File: config.mk
export PLATFORM = sky130hd
export DESIGN_NAME = pkt_status_irq
export DESIGN_NICKNAME = d
export VERILOG_FILES = /design/src/rtl/pkt_stat_pkg.sv /design/src/rtl/pkt_stat_ctrl.sv /design/src/rtl/pkt_stat_dir.sv /design/src/rtl/pkt_stat_dp.sv /design/src/rtl/pkt_status_irq.sv
export SDC_FILE = /design/constraint.sdc
export NUM_CORES = 1
export LEC_CHECK = 0
export ABC_AREA = 1
export ABC_CLOCK_PERIOD_IN_PS = 1600
export BUFFER_PORTS_ARGS = -buffer_cell sky130_fd_sc_hd__buf_2
export CORE_MARGIN = 2
export CORE_UTILIZATION = 25
export CTS_BUF_LIST = sky130_fd_sc_hd__clkbuf_8
export DETAILED_ROUTE_END_ITERATION = 8
export GPL_TIMING_DRIVEN = 0
export PLACE_DENSITY_LB_ADDON = 0.2
export SLEW_MARGIN = 30
export SYNTH_ARGS = -nofsm -noshare
export SYNTH_HDL_FRONTEND = slang
export SYNTH_SLANG_ARGS = --single-unit
File: constraint.sdc
create_clock -name clk -period 1.6 [get_ports clk]
set_input_delay 0 -clock clk [delete_from_list [all_inputs] [get_ports clk]]
set_output_delay 0 -clock clk [all_outputs]
set_load 0.02 [all_outputs]
File: src/rtl/pkt_stat_pkg.sv
package pkt_stat_pkg;
  localparam int DATA_W     = 32;
  localparam int ADDR_W     = 4;
  localparam int CNT_W      = 8;
  localparam int CNT_LSB    = 16;
  localparam int NIB_W      = 4;
  localparam int TX_ERR_BIT = 1;
  localparam int RX_ERR_BIT = 2;
  localparam int TX_ADDR    = 0;
  localparam int RX_ADDR    = 1;
  localparam int MASK_ADDR  = 2;
  localparam int IRQ_ADDR   = 3;

  typedef enum logic [2:0] {
    SEL_TX, SEL_RX, SEL_MASK, SEL_IRQ, SEL_NONE
  } regSelT;

  // Strobes from control to datapath; index 0 = transmit, 1 = receive
  typedef struct packed {
    logic [1:0] ackPkt;
    logic [1:0] clrErr;
    logic       maskWr;
    regSelT     rdSel;
  } strobeT;
endpackage

File: src/rtl/pkt_stat_ctrl.sv
module pkt_stat_ctrl
  import pkt_stat_pkg::*;
#(
  parameter int AW     = ADDR_W,
  parameter int DW     = DATA_W,
  parameter int TX_A   = TX_ADDR,
  parameter int RX_A   = RX_ADDR,
  parameter int MASK_A = MASK_ADDR,
  parameter int IRQ_A  = IRQ_ADDR,
  parameter int TX_EB  = TX_ERR_BIT,
  parameter int RX_EB  = RX_ERR_BIT
) (
  input  logic [AW-1:0] addr,
  input  logic          wrEn,
  input  logic [DW-1:0] wdata,
  output strobeT        stb
);
  logic unusedWdata;
  assign unusedWdata = ^wdata;

  always_comb begin
    stb       = '0;
    stb.rdSel = SEL_NONE;
    if (addr == AW'(TX_A)) begin
      stb.rdSel     = SEL_TX;
      stb.ackPkt[0] = wrEn & wdata[0];
      stb.clrErr[0] = wrEn & wdata[TX_EB];
    end else if (addr == AW'(RX_A)) begin
      stb.rdSel     = SEL_RX;
      stb.ackPkt[1] = wrEn & wdata[0];
      stb.clrErr[1] = wrEn & wdata[RX_EB];
    end else if (addr == AW'(MASK_A)) begin
      stb.rdSel  = SEL_MASK;
      stb.maskWr = wrEn;
    end else if (addr == AW'(IRQ_A)) begin
      stb.rdSel = SEL_IRQ;
    end
  end
endmodule

File: src/rtl/pkt_stat_dir.sv
module pkt_stat_dir
  import pkt_stat_pkg::*;
#(
  parameter int DW   = DATA_W,
  parameter int CW   = CNT_W,
  parameter int CLSB = CNT_LSB,
  parameter int NW   = NIB_W,
  parameter int EBIT = TX_ERR_BIT
) (
  input  logic          clk,
  input  logic          rstN,
  input  logic          evPkt,
  input  logic          evErr,
  input  logic          ack,
  input  logic          clrErr,
  output logic [DW-1:0] statWord,
  output logic [NW-1:0] statNib
);
  localparam logic [CW-1:0] CNT_ZERO = '0;
  localparam logic [CW-1:0] CNT_ONE  = CW'(1);

  logic [CW-1:0] cnt;
  logic          pktFlag;
  logic          errFlag;

  always_ff @(posedge clk) begin
    if (!rstN) begin
      cnt     <= CNT_ZERO;
      pktFlag <= 1'b0;
    end else if (evPkt && ack) begin
      pktFlag <= 1'b1;
    end else if (evPkt) begin
      cnt     <= cnt + CNT_ONE;
      pktFlag <= 1'b1;
    end else if (ack) begin
      if (cnt != CNT_ZERO) cnt <= cnt - CNT_ONE;
      if (cnt <= CNT_ONE) pktFlag <= 1'b0;
    end
  end

  always_ff @(posedge clk) begin
    if (!rstN)       errFlag <= 1'b0;
    else if (evErr)  errFlag <= 1'b1;
    else if (clrErr) errFlag <= 1'b0;
  end

  always_comb begin
    statWord             = '0;
    statWord[CLSB +: CW] = cnt;
    statWord[0]          = pktFlag;
    statWord[EBIT]       = errFlag;
  end
  assign statNib = statWord[NW-1:0];

  p_inc_r2: assert property (@(posedge clk) disable iff (!rstN)
    (evPkt && !ack) |=> (cnt == $past(cnt) + CNT_ONE) && pktFlag);
  p_dec_r4: assert property (@(posedge clk) disable iff (!rstN)
    (ack && !evPkt && cnt > CNT_ONE) |=> (cnt == $past(cnt) - CNT_ONE) && $stable(pktFlag));
  p_floor_r4: assert property (@(posedge clk) disable iff (!rstN)
    (ack && !evPkt && cnt <= CNT_ONE) |=> (cnt == CNT_ZERO) && !pktFlag);
  p_collide_r6: assert property (@(posedge clk) disable iff (!rstN)
    (ack && evPkt) |=> $stable(cnt) && pktFlag);
  p_err_set_r3: assert property (@(posedge clk) disable iff (!rstN)
    evErr |=> errFlag);
  p_err_clr_r5: assert property (@(posedge clk) disable iff (!rstN)
    (clrErr && !evErr) |=> !errFlag);
endmodule

File: src/rtl/pkt_stat_dp.sv
module pkt_stat_dp
  import pkt_stat_pkg::*;
#(
  parameter int DW    = DATA_W,
  parameter int CW    = CNT_W,
  parameter int CLSB  = CNT_LSB,
  parameter int NW    = NIB_W,
  parameter int TX_EB = TX_ERR_BIT,
  parameter int RX_EB = RX_ERR_BIT
) (
  input  logic          clk,
  input  logic          rstN,
  input  strobeT        stb,
  input  logic [DW-1:0] wdata,
  input  logic [1:0]    evPkt,
  input  logic [1:0]    evErr,
  output logic [DW-1:0] rdata,
  output logic          irq
);
  localparam int DIRS   = 2;
  localparam int MASK_W = NW * DIRS;

  logic [DW-1:0]     statWord [DIRS];
  logic [NW-1:0]     statNib  [DIRS];
  logic [MASK_W-1:0] maskReg;
  logic [MASK_W-1:0] isrVal;

  for (genvar d = 0; d < DIRS; d++) begin : g_dir
    localparam int EB = (d == 0) ? TX_EB : RX_EB;
    pkt_stat_dir #(
      .DW(DW), .CW(CW), .CLSB(CLSB), .NW(NW), .EBIT(EB)
    ) i_dir (
      .clk(clk), .rstN(rstN),
      .evPkt(evPkt[d]), .evErr(evErr[d]),
      .ack(stb.ackPkt[d]), .clrErr(stb.clrErr[d]),
      .statWord(statWord[d]), .statNib(statNib[d])
    );
  end

  always_ff @(posedge clk) begin
    if (!rstN)           maskReg <= '0;
    else if (stb.maskWr) maskReg <= wdata[MASK_W-1:0];
  end

  assign isrVal = maskReg & {statNib[1], statNib[0]};

  always_ff @(posedge clk) begin
    if (!rstN) irq <= 1'b0;
    else       irq <= |isrVal;
  end

  always_ff @(posedge clk) begin
    if (!rstN) rdata <= '0;
    else begin
      case (stb.rdSel)
        SEL_TX:   rdata <= statWord[0];
        SEL_RX:   rdata <= statWord[1];
        SEL_MASK: rdata <= DW'(maskReg);
        SEL_IRQ:  rdata <= DW'(isrVal);
        default:  rdata <= '0;
      endcase
    end
  end

  p_mask_wr_r8: assert property (@(posedge clk) disable iff (!rstN)
    stb.maskWr |=> maskReg == $past(wdata[MASK_W-1:0]));
  p_irq_ro_r8: assert property (@(posedge clk) disable iff (!rstN)
    (stb.rdSel == SEL_IRQ) |=> $stable(maskReg));
  p_irq_lag_r9: assert property (@(posedge clk) disable iff (!rstN)
    ((maskReg & {statNib[1], statNib[0]}) == '0) |=> !irq);
endmodule

File: src/rtl/pkt_status_irq.sv
module pkt_status_irq
  import pkt_stat_pkg::*;
#(
  parameter int AW = ADDR_W,
  parameter int DW = DATA_W
) (
  input  logic          clk,
  input  logic          rstN,
  input  logic [AW-1:0] regAddr,
  input  logic          regWrEn,
  input  logic [DW-1:0] regWdata,
  output logic [DW-1:0] regRdata,
  input  logic          txSentEv,
  input  logic          txUnderEv,
  input  logic          rxRcvdEv,
  input  logic          rxOverEv,
  output logic          irqOut
);
  strobeT stb;

  pkt_stat_ctrl #(.AW(AW), .DW(DW)) i_ctrl (
    .addr(regAddr), .wrEn(regWrEn), .wdata(regWdata), .stb(stb)
  );

  pkt_stat_dp #(.DW(DW)) i_dp (
    .clk(clk), .rstN(rstN), .stb(stb), .wdata(regWdata),
    .evPkt({rxRcvdEv, txSentEv}), .evErr({rxOverEv, txUnderEv}),
    .rdata(regRdata), .irq(irqOut)
  );
endmodule

Yosys cells after proc, flatten, opt, wreduce, memory -nomap -nowiden
Cells that the tools add are included.
{"block": "classes", "addsub": 4, "n_lt_le_gt_ge": 2, "eq_ne": 6, "n_mux": 32, "n_bitwise": 6, "n_reduce_logical": 21}
{"cell": "$pmux W24 S4", "count": 1}
{"cell": "$mux W8", "count": 6}
{"cell": "$mux W1", "count": 21}
{"cell": "$add A8 B1 Y8 const B", "count": 2}
{"cell": "$le A8 B1 Y1 const B", "count": 2}
{"cell": "$reduce_bool A8 Y1", "count": 2}
{"cell": "$sub A8 B1 Y8 const B", "count": 2}
{"cell": "$mux W3", "count": 4}
{"cell": "$reduce_bool A2 Y1", "count": 6}
{"cell": "$reduce_bool A3 Y1", "count": 4}
{"cell": "$and A8 B7 Y8", "count": 1}
{"cell": "$eq A4 B2 Y1 const B", "count": 2}
{"cell": "$reduce_or A8 Y1", "count": 1}
{"cell": "$eq A3 B2 Y1 const B", "count": 2}
{"cell": "$reduce_and A3 Y1", "count": 2}
{"cell": "$eq A4 B1 Y1 const B", "count": 1}
{"cell": "$logic_not A4 Y1", "count": 1}
{"cell": "$reduce_and A2 Y1", "count": 2}
{"cell": "$and A1 B1 Y1", "count": 3}
{"cell": "$eq A3 B1 Y1 const B", "count": 1}
{"cell": "$logic_not A3 Y1", "count": 1}
{"cell": "$logic_and A1 B1 Y1", "count": 2}
{"cell": "$not A1 Y1", "count": 2}
{"block": "totals", "reg_bits": 61, "input_bits": 43, "out_inout_bits": 33, "word_cells": 80}

Longest topological paths before layout
Gate-level depths: netlist of run 1.
{"block": "logic_depth", "word_depth": 7, "ltp_mapped": 10, "depth_no_buf": 9}

Modules after synthesis
A second synthesis of run 1 with hierarchy kept.
{"block": "unflattened", "hier_cells": 542, "area_unflattened_um2": 3731.1}
{"module": "pkt_stat_dir", "instances": 2, "cells_per_inst": 143, "area_per_inst_um2": 970.9, "seq_area_each_um2": 200.2}
{"module": "pkt_stat_dp", "instances": 1, "cells_per_inst": 237, "area_per_inst_um2": 1715.4, "seq_area_each_um2": 820.8}
{"module": "pkt_stat_ctrl", "instances": 1, "cells_per_inst": 19, "area_per_inst_um2": 73.8, "seq_area_each_um2": 0.0}

Worst setup path before layout of run 1
No wires, ideal clock.
{"block": "synth_path", "path_type": "reg-to-reg", "startpoint": "register i_dp.g_dir[0].i_dir.cnt[0]", "endpoint": "register i_dp.g_dir[0].i_dir.cnt[5]", "setup_time_ns": 0.115, "arrival_time_ns": 1.209, "t_required_ns": 1.485, "setup_slack_ns": 0.276, "stages_incl_launch_ff": 10, "n_path_buf": 1, "period_less_slack_ns": 1.324, "path_cell_list": "dfxtp_1 > inv_1 > ha_1 > nand4_1 > nand2_2 > nand2_2 > buf_6 > nand3_1 > nand2_1 > nor2_1"}
{"block": "synth_between", "elab_chain_len": 4, "elab_cells_between_ends": 8, "cone_classes": "add/sub (2); mux (3); reduce/logical (3)"}
{"item": "from (decl)", "line_no": "pkt_stat_dir.sv:22", "rtl": "logic [CW-1:0] cnt;"}
{"item": "from (signal assigned)", "line_no": "pkt_stat_dir.sv:33", "rtl": "cnt <= cnt + CNT_ONE;"}
{"item": "from (signal assigned)", "line_no": "pkt_stat_dir.sv:36", "rtl": "if (cnt != CNT_ZERO) cnt <= cnt - CNT_ONE;"}
{"item": "$sub A8 B1 Y8", "line_no": "pkt_stat_dir.sv:36"}
{"item": "$mux W8", "line_no": "pkt_stat_dir.sv:36"}
{"item": "$mux W8", "line_no": "pkt_stat_dir.sv:35", "rtl": "end else if (ack) begin"}
{"item": "$mux W8", "line_no": "pkt_stat_dir.sv:32", "rtl": "end else if (evPkt) begin"}
Parallel ways exist; a longest one is shown, timed or not. The select of a mux whose other input is x is not followed.
A chain may end at the register's enable or synchronous reset.

Worst setup path in the final report of run 1
{"block": "layout_path", "startpoint": "register i_dp.g_dir[0].i_dir.cnt[1]", "endpoint": "register i_dp.g_dir[0].i_dir.cnt[6]"}
The elaborated chain is that of the path after synthesis.

==> results.toml, run 1 <==
[status]
status = "completed"

[min_path]
whs_path_depth = 3
hold_path_class = "input pin to flop"

[pwr]
p_leak_nw = 1.28
ir_worst_vdd_mv = 0.281
p_per_area_mw_per_mm2 = 826

[detailed_routing]
avgViaCountPerCell = 4.25
first_pass_iters = 4
drc = 0
num_vias = 2243
wire_per_inst_um = 10.9
detail-route-antenna-nets = 0
drtIter0Drc = 125
routed_wl_um = 5770

[grt]
antenna_found_initial = 0
grt_first_pass_wirelength_um = 9510
grtUsageTotal_pct = 11.6
grt-ovfl-total = 0
grt_pass1_vias = 2007
grt_max_degree = 17

[finish]
layout-drive-gt1-share_pct = 22.1
finalNetCount = 449
num_antenna_cells = 0
final_common_cell = "nand2_1"
mostFrequentLayoutCells = "nand2_1 (72), dfxtp_1 (42), buf_2 (39), a21oi_1 (39), nor2_1 (27)"
finalNonFillerCells = 528
fin_area_mm2 = 0.00298
nFillCells = 1008
syn_to_final_growth_pct = 25.2

[sta]
period_share_pct = 92.7
hold_slack_ns = 0.0355
rsz0062_at_grt = "no"
setup_slack_ns = 0.116
setup_viol = 0
setup-tns-final_ns = 0
period_needed_ns = 1.48
slew_headroom_pct = 59.0
clock.fmax_mhz = 674
clock_skew_ns = 0.00775
slew_viol_final = 0
worst_pin_slew_ns = 0.600
finalHoldViolCount = 0

[die]
core_region_area_mm2 = 0.00924
rows = 35
ios = 76
die_x_um = 102
dieArea_mm2 = 0.0103
initial_core_util_pct = 25.7
fp.dieH_um = 102

[yosys]
yosysSeqAreaShare_pct = 37.9
synthCells = 332
synth_area_mm2 = 0.00238
avgSynthCellArea_um2 = 7.16
synthDistinctLibCells = 32
ys_ff_latch = 45
yosys_warnings = 0

[cts]
htreeDepth = 2
clk_pin_slew_ns = 0.10
clk_latency_ns = 0.30
cts_inserted_buffers = 5
clk_path_buf_depth = 2
cts_tree = "built"
root_buffer = "clkbuf_8"
cts_sinks = 45

[place]
io_buffers = 34
dpl-instance-area_mm2 = 0.00277
dpl_worst_slack_ns = 0.0417
dp_hpwl_um = 4330
post-place-cells = 510
globalplace.congestion = 0.828

[setup_path]
critPathLaunchType = "flop"
cp-end-kind = "flop"
cpPeakStageDelay_ns = 0.44
worstRegToRegCells = 9
worst-path-buf-inv = 2
cp_cell_sequence = "inv_2, ha_1, nand4_1, nand2_2, nand2_2, buf_6, nand3_1, nand2_1, nor2_1"
crit_fanout = 10
crit_required_ns = 1.79
cp_slowest_cell = "dfxtp_1"
critical-path-top-delay-family = "simple AND/OR/NAND/NOR gates"
timing.critical_path.mode_cell = "nand2_2"
cp.depth = 9
arrival_ns = 1.68
criticalPathCategory = "flop to flop"

[run]
maxCapViolCount = 0
==> where the power goes <==
group | internal (mW) | switching [mW]
logic | 0.201 | 0.284
registers | 1.17 | 0.0594
clock network | 0.316 | 0.430
total | 1.69 | 0.773
==> sequential cells by signal (all words and copies together) (netlist names) <==
name and flops:
i_dp.maskReg 8, i_dp.g_dir.i_dir.errFlag 2, i_dp.irq 1, i_dp.g_dir.i_dir.cnt 16
i_dp.g_dir.i_dir.pktFlag 2, i_dp.rdata 16
==> cell type report <==
class	instances	area (um2)	area share (%)
Multi-Input combinational cell	246	1250	42.1
Clock inverter	3	25.0	0.841
Inverter	29	109	3.66
Buffer	27	183	6.14
Clock buffer	5	68.8	2.31
Timing Repair Buffer	44	270	9.08
Tap cell	129	161	5.42
Sequential cell	45	907	30.5
==> worst register-to-register path, delay by kind of cell (launching register included) <==
| kind | cells | cell delay (ns) |
|---|---|---|
| adders and majority gates | 1 | 0.18 |
| buffers and inverters | 2 | 0.24 |
| DFF | 1 | 0.44 |
| and+or+nand+nor | 6 | 0.51 |
==> stage by stage <==
step	utilization [%]	power, mW
2_1_floorplan	-	1.60
6_report	32.2	2.46
4_1_cts	31.9	2.48
3_5_place_dp	29.9	1.71
5_1_grt	32.2	2.61
3_3_place_gp	29.9	1.71
==> cells in the mapped netlist <==
cell,instances,area share [%]
nand2_2,4,1.1
clkbuf_1,4,0.63
a2111oi_0,1,0.37
nor2_4,3,1.4
buf_2,5,1.1
nor2_2,3,0.79
nand3_1,24,5.1
nand4_1,5,1.3
inv_1,25,3.9
a211oi_1,1,0.32
nand3b_1,1,0.32
a21oi_1,39,8.2
conb_1,1,0.16
o22ai_1,1,0.26
inv_2,2,0.32
xnor2_1,3,1.1
nand3_2,2,0.84
a41oi_1,2,0.74
nor2_1,28,4.4
clkinv_1,2,0.32
xor2_1,3,1.1
buf_4,16,5.1
ha_1,8,4.2
buf_6,2,0.95
nand2_1,72,11
dfxtp_1,45,38
nor3_1,4,0.84
o2111a_1,1,0.47
o21a_1,1,0.32
or2_2,2,0.53
o21ai_1,2,0.42
o21ai_0,20,4.2
==> worst paths after layout <==
kind | from | slack [ns] | endpoint
hold reg to reg | i_dp.maskReg[3]$_SDFFE_PN0P_ | 0.45 | i_dp.rdata[3]$_SDFF_PN0_
setup / recovery | i_dp.g_dir[0].i_dir.cnt[1]$_SDFFE_PN0P_ | 0.12 | i_dp.g_dir[0].i_dir.cnt[6]$_SDFFE_PN0P_
hold / removal | rstN | 0.04 | i_dp.rdata[7]$_SDFF_PN0_
setup reg to reg | i_dp.g_dir[0].i_dir.cnt[1]$_SDFFE_PN0P_ | 0.12 | i_dp.g_dir[0].i_dir.cnt[6]$_SDFFE_PN0P_
==> routing by layer <==
| metal | up-vias | routed length [um] | track usage (%) |
|---|---|---|---|
| li1 | 1187 | - | - |
| met1 | 1006 | 2800 | 15.6 |
| met2 | 45 | 2680 | 18.5 |
| met3 | 5 | 216 | 2.07 |
| met4 | 0 | 75 | 4.26 |
| met5 | - | 0 | 0 |
==> cell families (layout without fill, tap and decap cells) <==
family / Yosys count / in the layout / share of synthesized area (%)
XOR/XNOR: 6 / 6 / 2.21
AND/OR/NAND/NOR: 148 / 148 / 27.9
adder cells (fa/ha/maj): 8 / 8 / 4.21
other: 1 / 16 / 0.158
AO/OA/AOI/OAI: 68 / 68 / 15.3
flip-flops: 45 / 45 / 37.9
buffers and inverters: 56 / 108 / 12.3
==> repair_timing <==
action,CTS,global route
hold buffers,9,1
gates resized for setup,0,9
setup buffers,0,0
endpoints found under the hold margin,9,1
endpoints found under the setup margin,0,16
Note: power is estimated with default switching activity, not from simulation.
==> run 2, diff against run 1 <==
--- a/config.mk
+++ b/config.mk
@@ -14,6 +14,7 @@
 export DETAILED_ROUTE_END_ITERATION = 8
 export GPL_TIMING_DRIVEN = 0
 export PLACE_DENSITY_LB_ADDON = 0.2
+export RECOVER_POWER = 25
 export SLEW_MARGIN = 30
 export SYNTH_ARGS = -nofsm -noshare
 export SYNTH_HDL_FRONTEND = slang
==> run 2 against run 1 <==
Net effect: sequential cell count stayed put; highest routed layer unchanged; maximum frequency fell by 0.42%; largest power group unchanged; cell area shrank 0.46%; core utilization down 0.15 points; routed wire length up 0.90%; critical endpoint unchanged.
==> results.toml, run 2 (synthesis gave the netlist of run 1 again) <==
[sta]
slew_headroom_pct = 54.3
rsz0062_at_grt = "no"
setup_viol = 0
finalHoldViolCount = 0
worst_pin_slew_ns = 0.668
period_needed_ns = 1.49
clock_skew_ns = 0.00812
period_share_pct = 93.1
hold_slack_ns = 0.0433
setup-tns-final_ns = 0
slew_viol_final = 0
clock.fmax_mhz = 671

[detailed_routing]
detail-route-antenna-nets = 0
drc = 0
avgViaCountPerCell = 4.28
num_vias = 2258
drtIter0Drc = 118
routed_wl_um = 5830
wire_per_inst_um = 11.0
first_pass_iters = 4

[cts]
clk_pin_slew_ns = 0.10
clk_latency_ns = 0.30
cts_tree = "built"
htreeDepth = 2
cts_inserted_buffers = 5
cts_sinks = 45
clk_path_buf_depth = 2
root_buffer = "clkbuf_8"

[setup_path]
r2r_slack_ns = 0.11
worst-path-buf-inv = 2
rr_startpoint = "i_dp.g_dir[0].i_dir.cnt[1]$_SDFFE_PN0P_"
crit_fanout = 10
cp-end-kind = "flop"
critPathLaunchType = "flop"
arrival_ns = 1.68
critical-path-top-delay-family = "simple AND/OR/NAND/NOR gates"
worstRegToRegCells = 9
criticalPathCategory = "flop to flop"
cp_cell_sequence = "inv_2, ha_1, nand4_1, nand2_2, nand2_2, buf_6, nand3_1, nand2_1, nor2_1"
timing.critical_path.mode_cell = "nand2_2"
crit_required_ns = 1.79
cp_slowest_cell = "dfxtp_1"
cpPeakStageDelay_ns = 0.44
reg2reg_to = "i_dp.g_dir[0].i_dir.cnt[6]$_SDFFE_PN0P_"

[finish]
mostFrequentLayoutCells = "nand2_1 (72), dfxtp_1 (42), a21oi_1 (39)"
final_common_cell = "nand2_1"
num_antenna_cells = 0
fin_area_mm2 = 0.00296
layout-drive-gt1-share_pct = 20.6
top_regs = "i_dp.g_dir.i_dir.cnt x16, i_dp.rdata x16, i_dp.maskReg x8"
syn_to_final_growth_pct = 24.6
finalNetCount = 449
utilization_pct = 32.1

[min_path]
min_to = "i_dp.g_dir[1].i_dir.pktFlag$_SDFFE_PN0P_"
hold_path_class = "input pin to flop"
whs_path_depth = 3
hp-start = "rxRcvdEv"

[grt]
grt_pass1_vias = 2007
grt_max_degree = 17
grtUsageTotal_pct = 11.6
grt-ovfl-total = 0
grt_use_met1_pct = 15.6
grt-busiest-layer = "met2"
grt_first_pass_wirelength_um = 9510
grtUsageMet2_pct = 18.5
use_met3_pct = 2.07
antenna_found_initial = 0

[pwr]
p_sw_share_pct = 31.4
p_switching_mw = 0.771
p_leak_nw = 1.26
internal_power_mw = 1.68
pwr-share-clk_pct = 30.3
pwr-share-seq_pct = 50.0
ir_worst_vdd_mv = 0.282
total_power_mw = 2.45
pwr-share-comb_pct = 19.7
p_per_area_mw_per_mm2 = 829

[die]
core_region_area_mm2 = 0.00924
rows = 35
dieArea_mm2 = 0.0103
die_x_um = 102
ios = 76
initial_core_util_pct = 25.7
fp.dieH_um = 102

[place]
dp_hpwl_um = 4330
dpl-instance-area_mm2 = 0.00277
globalplace.congestion = 0.828
io_buffers = 34

[status]
status = "completed"

[run]
maxCapViolCount = 0
## run 2: changes by cell type in the layout (fill, tap and decap cells not counted), sizes merged
cell and delta:
clkbuf +5, buf -5
## run 2: cell type report
type                            instances  area [um2]
Buffer                                 27         183
Clock buffer                            5        68.8
Clock inverter                          3        25.0
Fill cell                            1010        6280
Inverter                               29         109
Multi-Input combinational cell        246        1240
Sequential cell                        45         907
Tap cell                              129         161
Timing Repair Buffer                   44         264
## run 2: power by group through the flow
stage	Sequential [mW]	Clock [mW]	Combinational, mW
2_1_floorplan	1.24	0	0.361
6_report	1.23	0.744	0.483
5_1_grt	1.24	0.821	0.551
3_5_place_dp	1.25	0	0.460
4_1_cts	1.22	0.781	0.479
3_3_place_gp	1.25	0	0.460
## run 2: per-stage QoR
| stage | instances | setup WS [ns] |
|---|---|---|
| after floorplan | 347 | 0.276 |
| after global placement | 510 | 0.0381 |
| after detailed placement | 510 | 0.0417 |
| after CTS | 527 | 0.0146 |
| after global routing | 528 | 0.00123 |
| final | 528 | 0.110 |
## run 2: metal layers
layer / part of all wire (%) / wire length (um) / up-vias
met1: 47 / 2740 / 1007
met3: 5.6 / 324 / 5
li1: - / - / 1184
met5: 0 / 0 / -
met2: 46 / 2690 / 62
met4: 1.3 / 76 / 0
## run 2: worst min-delay path, cell delays in order
cell and delay [ns]:
buf_2 0.11, nor2_2 0.05, a41oi_1 0.14
## run 2: worst max path at each step
| stage | from | cells after the start | slack, ns | end |
|---|---|---|---|---|
| 6_report | i_dp.g_dir[0].i_dir.cnt[1]$_SDFFE_PN0P_ | 9 | 0.11 | i_dp.g_dir[0].i_dir.cnt[6]$_SDFFE_PN0P_ |
| 5_1_grt | i_dp.g_dir[0].i_dir.cnt[1]$_SDFFE_PN0P_ | 9 | 0.001 | i_dp.g_dir[0].i_dir.cnt[6]$_SDFFE_PN0P_ |
| 4_1_cts | i_dp.g_dir[0].i_dir.cnt[0]$_SDFFE_PN0P_ | 9 | 0.01 | i_dp.g_dir[0].i_dir.cnt[5]$_SDFFE_PN0P_ |
| 3_5_place_dp | i_dp.g_dir[0].i_dir.cnt[0]$_SDFFE_PN0P_ | 9 | 0.04 | i_dp.g_dir[0].i_dir.cnt[6]$_SDFFE_PN0P_ |
| 3_3_place_gp | i_dp.g_dir[0].i_dir.cnt[0]$_SDFFE_PN0P_ | 9 | 0.04 | i_dp.g_dir[0].i_dir.cnt[5]$_SDFFE_PN0P_ |
| 2_1_floorplan | i_dp.g_dir[0].i_dir.cnt[0]$_SDFFE_PN0P_ | 9 | 0.28 | i_dp.g_dir[0].i_dir.cnt[5]$_SDFFE_PN0P_ |
## run 2: repair_timing
item                                    in CTS  in global routing
gates resized for setup                      0                  9
hold buffers                                 9                  1
endpoints found under the setup margin       0                 16
hold endpoints to repair                     9                  1
buffers inserted                             0                  0
==> run 3, diff against run 2 <==
--- a/config.mk
+++ b/config.mk
@@ -9,7 +9,7 @@
 export ABC_CLOCK_PERIOD_IN_PS = 1600
 export BUFFER_PORTS_ARGS = -buffer_cell sky130_fd_sc_hd__buf_2
 export CORE_MARGIN = 2
-export CORE_UTILIZATION = 25
+export CORE_UTILIZATION = 53
 export CTS_BUF_LIST = sky130_fd_sc_hd__clkbuf_8
 export DETAILED_ROUTE_END_ITERATION = 8
 export GPL_TIMING_DRIVEN = 0
==> run 3 against run 2 <==
Net effect: largest power group unchanged; sequential share of layout area up 0.96 points; critical path depth increased by 2; clock power grew 14%.
==> results.toml, run 3 (synthesis gave the netlist of run 1 again) <==
[die]
core_region_area_mm2 = 0.00432
dieArea_mm2 = 0.00504
die_x_um = 71.0
ios = 76
rows = 24
initial_core_util_pct = 55.0
fp.dieH_um = 71.0

[sta]
period_share_pct = 92.0
worst_pin_slew_ns = 0.540
clock.fmax_mhz = 680
setup-tns-final_ns = 0
rsz0062_at_grt = "no"
setup_viol = 0
period_needed_ns = 1.47
setup_slack_ns = 0.129
finalHoldViolCount = 0
clock_skew_ns = 0.00888
slew_viol_final = 0
slew_headroom_pct = 64.0

[setup_path]
cp-startpoint = "regAddr[0]"
crit_fanout = 10
worst-path-buf-inv = 3
criticalPathCategory = "input pin to flop"
cp-end-kind = "flop"
cp_slowest_cell = "dlygate4sd3_1"
critical-path-top-delay-family = "buffers and inverters"
cpPeakStageDelay_ns = 0.56
cp_cell_sequence = "dlygate4sd3_1, buf_2, nor2_2, nand3_1, nor2_2, nand2_2, nand2_4, buf_6, nand3_1, nand2_1, nor2_1"
rr_startpoint = "i_dp.g_dir[1].i_dir.cnt[4]$_SDFFE_PN0P_"
crit_required_ns = 1.80
critPathLaunchType = "input pin"
arrival_ns = 1.67

[cts]
clk_pin_slew_ns = 0.09
cts_sinks = 45
clk_path_buf_depth = 2
cts_inserted_buffers = 5
cts_tree = "built"
clk_latency_ns = 0.30
htreeDepth = 2
root_buffer = "clkbuf_8"
cts_setup_buffers = 0

[grt]
grt-ovfl-total = 0
antenna_found_initial = 0
grt_pass1_vias = 2030
grtUsageTotal_pct = 22.4
grt_max_degree = 15
grt_first_pass_wirelength_um = 8940

[finish]
final_common_cell = "nand2_1"
mostFrequentLayoutCells = "nand2_1 (72), dfxtp_1 (41), a21oi_1 (39)"
layout-drive-gt1-share_pct = 18.1
finalNetCount = 448
num_antenna_cells = 0
syn_to_final_growth_pct = 20.6
top_regs = "i_dp.g_dir.i_dir.cnt x16, i_dp.rdata x16, i_dp.maskReg x8"

[detailed_routing]
first_pass_iters = 4
routed_wl_um = 5330
drtIter0Drc = 151
avgViaCountPerCell = 4.93
detail-route-antenna-nets = 0
wire_per_inst_um = 11.8
drc = 0
num_vias = 2217

[pwr]
ir_worst_vdd_mv = 0.416
p_per_area_mw_per_mm2 = 890
p_leak_nw = 1.23

[min_path]
hold_path_class = "input pin to flop"
hp-start = "regWdata[4]"

[status]
status = "completed"

[place]
io_buffers = 34
dp_hpwl_um = 3930
dpl_worst_slack_ns = 0.0746
globalplace.congestion = 0.874

[run]
maxCapViolCount = 0
==> run 3: cell types whose count changed in the layout (fill, tap and decap cells not counted), moves of 2 or more <==
cell,before,now
inv_2,4,2
clkbuf_1,9,18
dfxtp_2,2,4
inv_1,23,26
buf_2,34,25
==> run 3: routing by layer <==
metal,up-vias,share of wire (%),track usage (%)
met2,48,49,37.4
li1,1180,-,-
met5,-,0,0
met4,0,1.5,9.85
met1,984,46,28.7
met3,5,4.1,3.28
==> run 3: timing repair <==
| action | CTS | global route |
|---|---|---|
| endpoints found under the hold margin | 9 | 0 |
| resized for setup | 0 | 7 |
| setup endpoints to repair | 0 | 16 |
| hold buffers | 9 | 0 |
==> run 3: path summary, 6_finish.rpt <==
kind | end | slack [ns] | depth (start not counted)
setup / recovery | i_dp.g_dir[0].i_dir.cnt[5]$_SDFFE_PN0P_ | 0.13 | 11
hold / removal | i_dp.maskReg[4]$_SDFFE_PN0P_ | 0.01 | 3
setup reg to reg | i_dp.g_dir[1].i_dir.cnt[3]$_SDFFE_PN0P_ | 0.15 | 7
hold reg to reg | i_dp.rdata[5]$_SDFF_PN0_ | 0.45 | 2
==> run 3: final cells by class <==
| cell class | instances | area, um2 |
|---|---|---|
| multi-input combinational | 246 | 1250 |
| fill | 426 | 1460 |
| sequential | 45 | 906 |
| timing repair buffer | 43 | 243 |
| clock buffer | 5 | 68.8 |
| inverter | 29 | 109 |
| buffer | 27 | 183 |
| tap | 52 | 65.1 |
| clock inverter | 3 | 42.5 |
==> run 3: tightest hold or removal path: stages <==
cell	delay [ns]
buf_2	0.07
o21ai_0	0.09
a21oi_1	0.12
==> run 3: report_power, final <==
group          switching [mW]  leakage, nW  internal [mW]
Combinational           0.280        0.804          0.198
Clock                   0.385       0.0595          0.462
Sequential             0.0581        0.368           1.17
Total                   0.723         1.23           1.83
==> run 3: metrics by stage <==
stage	area, um2	cells	hold slack, ns	power [mW]	util [%]
finish	2870	450	0.0144	2.55	66.3
floorplan	2430	347	0.116	1.60	-
global placement	2670	433	0.252	1.69	61.7
global route	2870	450	0.0214	2.69	66.3
detailed placement	2670	433	0.266	1.70	61.7
CTS	2870	450	0.00671	2.57	66.4
